File: src/rtl/adc_irq_pkg.sv
package adc_irq_pkg;

    typedef struct packed {
        logic rdy;
        logic ovr;
    } flag_state_t;

    localparam flag_state_t FLAGS_RESET = '{rdy: 1'b0, ovr: 1'b0};

endpackage

File: src/rtl/adc_ready_next.sv
module adc_ready_next (
    input  logic rdy_q,
    input  logic res_wr,
    input  logic data_rd,
    output logic rdy_d
);
    // A fresh result always wins over a read in the same cycle.
    always_comb begin
        rdy_d = rdy_q;
        if (data_rd) rdy_d = 1'b0;
        if (res_wr)  rdy_d = 1'b1;
    end
endmodule

File: src/rtl/adc_overrun_next.sv
module adc_overrun_next (
    input  logic ovr_q,
    input  logic rdy_q,
    input  logic res_wr,
    input  logic data_rd,
    input  logic stat_rd,
    output logic ovr_d
);
    logic lost_result;

    always_comb begin
        // Unread data is the ready flag; a read in the same cycle consumes it.
        lost_result = res_wr & rdy_q & ~data_rd;
        ovr_d       = ovr_q;
        if (stat_rd)     ovr_d = 1'b0;
        if (lost_result) ovr_d = 1'b1;
    end
endmodule

File: src/rtl/adc_irq_gate.sv
module adc_irq_gate #(
    parameter int N_SRC = 2
) (
    input  logic [N_SRC-1:0] src_flag,
    input  logic [N_SRC-1:0] src_en,
    input  logic             mod_mask,
    input  logic             glb_en,
    output logic             irq
);
    logic any_src;

    always_comb begin
        any_src = |(src_flag & src_en);
        irq     = any_src & mod_mask & glb_en;
    end
endmodule

File: src/rtl/adc_irq_ctrl.sv
module adc_irq_ctrl
    import adc_irq_pkg::*;
(
    input  logic clk,
    input  logic rst_n,
    input  logic res_wr,
    input  logic data_rd,
    input  logic stat_rd,
    input  logic rdy_ie,
    input  logic ovr_ie,
    input  logic mod_mask,
    input  logic glb_en,
    output logic rdy_flag,
    output logic ovr_flag,
    output logic irq
);
    localparam int N_SRC = 2;

    flag_state_t state_d, state_q;
    logic        rdy_nx, ovr_nx;

    adc_ready_next u_rdy (
        .rdy_q   (state_q.rdy),
        .res_wr  (res_wr),
        .data_rd (data_rd),
        .rdy_d   (rdy_nx)
    );

    adc_overrun_next u_ovr (
        .ovr_q   (state_q.ovr),
        .rdy_q   (state_q.rdy),
        .res_wr  (res_wr),
        .data_rd (data_rd),
        .stat_rd (stat_rd),
        .ovr_d   (ovr_nx)
    );

    always_comb begin
        state_d     = state_q;
        state_d.rdy = rdy_nx;
        state_d.ovr = ovr_nx;
    end

    always_ff @(posedge clk) begin
        if (!rst_n) state_q <= FLAGS_RESET;
        else        state_q <= state_d;
    end

    adc_irq_gate #(.N_SRC(N_SRC)) u_gate (
        .src_flag ({state_q.ovr, state_q.rdy}),
        .src_en   ({ovr_ie, rdy_ie}),
        .mod_mask (mod_mask),
        .glb_en   (glb_en),
        .irq      (irq)
    );

    assign rdy_flag = state_q.rdy;
    assign ovr_flag = state_q.ovr;
endmodule

File: config.mk
export PLATFORM = sky130hd
export DESIGN_NAME = adc_irq_ctrl
export DESIGN_NICKNAME = d
export VERILOG_FILES = /design/src/rtl/adc_irq_pkg.sv /design/src/rtl/adc_ready_next.sv /design/src/rtl/adc_overrun_next.sv /design/src/rtl/adc_irq_gate.sv /design/src/rtl/adc_irq_ctrl.sv
export SDC_FILE = /design/constraint.sdc
export NUM_CORES = 1
export LEC_CHECK = 0
export BUFFER_PORTS_ARGS = -buffer_cell sky130_fd_sc_hd__clkbuf_2
export CORE_AREA = 2 2 39 41
export CTS_CLUSTER_SIZE = 25
export DETAILED_ROUTE_END_ITERATION = 8
export DIE_AREA = 0 0 41 43
export GPL_TIMING_DRIVEN = 0
export PLACE_DENSITY_LB_ADDON = 0.15
export SLEW_MARGIN = 20
export SYNTH_ARGS = -nofsm -noshare
export SYNTH_HDL_FRONTEND = slang
export SYNTH_SLANG_ARGS = --single-unit
File: constraint.sdc
create_clock -name clk -period 0.9 [get_ports clk]
set_input_delay 0.18 -clock clk [delete_from_list [all_inputs] [get_ports clk]]
set_output_delay 0.18 -clock clk [all_outputs]
set_load 0.05 [all_outputs]
==> insert_results.sql <==
INSERT INTO impl_metrics (metric_group, metric, value, unit) VALUES
('clock_tree', 'tritoncts_clock_tree', 'done', ''),
('worst_setup_path', 'crit-reg2reg-launch', 'ovr_flag$_SDFFE_PN0P_', ''),
('power', 'p_leak', '0.129', 'nW'),
('die', 'design.core.area', '1380', 'µm²'),
('yosys', 'postSynthNetCount', '18', ''),
('placement', 'dp.final_hpwl', '268', 'µm'),
('sta', 'finClkSkew', '0.00281', 'ns'),
('status', 'failed_checks', 'negative setup slack', ''),
('drt', 'num_vias', '131', ''),
('die', 'design.portCount', '12', ''),
('drt', 'drtIter0Drc', '2', ''),
('yosys', 'synth-compound-area-share', '0.253', ''),
('final_layout', 'diodes', '0', ''),
('drt', 'vias_cell', '3.20', ''),
('yosys', 'post_synth_mux_area_share', '0', ''),
('clock_tree', 'cts_clock_pin_slew_for_the_worst_setup_and_hold_paths', '0.03', 'ns'),
('yosys', 'synth_area', '93.8', 'µm²'),
('global_route', 'first_global_vias', '116', ''),
('yosys', 'syn_inst', '9', ''),
('sta', 'worstMarginPinSlew', '0.200', 'ns'),
('drt', 'remaining_drc_errors', '0', ''),
('final_layout', 'final_design_area_no_fill', '280', 'µm²'),
('final_layout', 'layout-drive-gt1-share', '0.840', ''),
('yosys', 'average_size_of_a_mapped_cell', '10.4', 'µm²'),
('clock_tree', 'htree_num_levels', '1', ''),
('global_route', 'globalRouteTotalUtil', '0.0501', ''),
('job', 'cap_viol_max_count', '0', ''),
('global_route', 'total_global_routing_overflow', '0', ''),
('status', 'outcome', 'complete, but fails checks', ''),
('power', 'power_frac_seq', '0.248', ''),
('power', 'total_internal_power', '0.287', 'mW'),
('sta', 'max-slew-margin-rel', '0.867', ''),
('power', 'worst_ir_drop_vdd', '510', 'µV'),
('global_route', 'number_of_antenna_violations_at_the_first_check_in_global_routing', '0', ''),
('sta', 'layout_worst_path_cycle_share', '1.26', ''),
('clock_tree', 'worst_skew_pair.late_latency', '0.23', 'ns'),
('final_layout', 'nets', '36', ''),
('placement', 'dp_worst_setup_slack', '-0.104', 'ns'),
('yosys', 'post_synth_num_cell_types', '8', ''),
('clock_tree', 'numCtsBuffers', '3', ''),
('sta', 'final-hold-violation-count', '0', ''),
('yosys', 'synth.ff_latch_count', '2', ''),
('die', 'std_cell_rows', '14', ''),
('die', 'die_y', '43', 'µm'),
('worst_setup_path', 'critical-path-max-stage-delay', '0.34', 'ns'),
('yosys', 'yosys.area_share.xor_xnor', '0', ''),
('clock_tree', 'clock-sinks', '2', ''),
('sta', 'setup-violations-final', '4', ''),
('power', 'switching_power', '0.0950', 'mW'),
('worst_hold_path', 'hold_path_end', 'rdy_flag$_SDFFE_PN0P_', ''),
('worst_setup_path', 'ff2ff_setup_slack', '0', 'ns'),
('placement', 'count_of_port_buffers_added_during_placement', '11', ''),
('placement', 'place_area', '189', 'µm²'),
('worst_setup_path', 'critPathLaunchType', 'register', ''),
('drt', 'drt_pass1_iterations', '2', ''),
('sta', 'post-route-min-period', '1.14', 'ns'),
('sta', 'setup_ws', '-0.236', 'ns'),
('worst_setup_path', 'cp_slowest_cell', 'dfxtp_4', ''),
('worst_setup_path', 'crit_path_cell_trace', 'a22oi_2 -> nor2_4 -> buf_8', ''),
('worst_hold_path', 'min-delay-path-class', 'input pin to register', ''),
('worst_setup_path', 'worst_r2r_path_depth', '3', ''),
('sta', 'maxClockFrequency', '880', 'MHz'),
('power', 'p_comb_frac', '0.229', ''),
('sta', 'final_max_slew_viol_count', '0', ''),
('die', 'start_util', '0.0678', ''),
('drt', 'routed_wire_per_std_cell', '8.56', 'µm'),
('yosys', 'area_share_of_fa_ha_maj_cells_after_synthesis', '0', ''),
('power', 'power_density', '1360', 'nW/µm²'),
('clock_tree', 'clock_tree.root_cell', 'clkbuf_4', ''),
('worst_setup_path', 'reg2reg_to', 'ovr_flag$_SDFFE_PN0P_', ''),
('final_layout', 'area_growth_syn_to_layout', '199', '%');
==> power by group through the flow <==
stage          Sequential, mW  Combinational, mW  Clock (mW)
2_1_floorplan           0.110             0.0195           0
3_3_place_gp           0.0957             0.0593           0
3_5_place_dp           0.0958             0.0611           0
4_1_cts                0.0957             0.0807       0.212
5_1_grt                0.0951             0.0922       0.225
6_report               0.0947             0.0874       0.200
==> per-layer routing <==
layer	routed length [µm]	vias up	share of wire	global-route usage
met3	64	0	0.18	0.0628
li1	-	66	-	-
met5	0	-	0	0
met4	0	0	0	0.0400
met1	164	50	0.47	0.0573
met2	122	15	0.35	0.0438
==> logic make-up after synthesis <==
logic type,after synthesis
AND/OR/NAND/NOR,4
AO/OA/AOI/OAI,3
flip-flops,2
==> metrics by stage <==
stage / hold slack [ns] / TNS [ns] / util / total power [mW] / instances
after floorplan: 0.297 / -0.115 / - / 0.130 / 9
after global placement: 0.407 / -0.0820 / 0.137 / 0.155 / 36
after detailed placement: 0.417 / -0.104 / 0.137 / 0.157 / 36
after CTS: 0.178 / -0.497 / 0.193 / 0.388 / 40
after global routing: 0.179 / -0.630 / 0.203 / 0.412 / 41
final: 0.185 / -0.490 / 0.203 / 0.382 / 41
==> Yosys cell counts <==
cell type | n | share of area
nand2_1 | 1 | 0.040
nor2b_4 | 1 | 0.15
a31o_1 | 1 | 0.093
and3b_1 | 1 | 0.093
nor2_1 | 1 | 0.040
dfxtp_1 | 2 | 0.43
a22oi_1 | 1 | 0.080
o21a_1 | 1 | 0.080
==> cells in the final DEF, fill, tap and decap left out <==
| cell type | synthesis | final |
|---|---|---|
| o21a_1 | 1 | 1 |
| a22oi_2 | 0 | 1 |
| clkbuf_2 | 0 | 8 |
| dfxtp_4 | 0 | 2 |
| nor2_4 | 0 | 1 |
| buf_6 | 0 | 1 |
| a31o_1 | 1 | 1 |
| buf_8 | 0 | 1 |
| buf_4 | 0 | 1 |
| clkbuf_16 | 0 | 2 |
| and3b_1 | 1 | 1 |
| nor2b_4 | 1 | 1 |
| clkbuf_4 | 0 | 3 |
| nand2_1 | 1 | 1 |
==> sequential cells by signal, summed over array words and instances, names as in the netlist <==
signal and cells:
ovr_flag 1, rdy_flag 1
==> critical path: cells and delay by family (launching register included) <==
family | cells | cell delay [ns]
flops | 1 | 0.34
compound gates | 1 | 0.20
buf+inv | 1 | 0.14
simple gates | 1 | 0.05
==> worst max path at each step <==
| stage | startpoint | to | slack (ns) |
|---|---|---|---|
| floorplan | ovr_flag$_SDFFE_PN0P_ | irq | -0.11 |
| global placement | ovr_flag$_SDFFE_PN0P_ | irq | -0.08 |
| detailed placement | ovr_flag$_SDFFE_PN0P_ | irq | -0.10 |
| CTS | ovr_flag$_SDFFE_PN0P_ | irq | -0.29 |
| global route | ovr_flag$_SDFFE_PN0P_ | irq | -0.29 |
| finish | rdy_flag$_SDFFE_PN0P_ | irq | -0.24 |
==> layout make-up <==
type	instances	area [µm²]
Multi-Input combinational cell	7	66.3
Tap cell	16	20.0
Timing Repair Buffer	13	124
Fill cell	149	1100
Sequential cell	2	47.5
Clock buffer	3	22.5
==> repair_timing <==
action | CTS | global route
resized for setup | 8 | 2
setup buffers | 1 | 1
endpoints found under the setup margin | 3 | 4
pin swaps | 2 | 2
hold buffers | 0 | 0
Note: power is estimated with default switching activity, not from simulation.
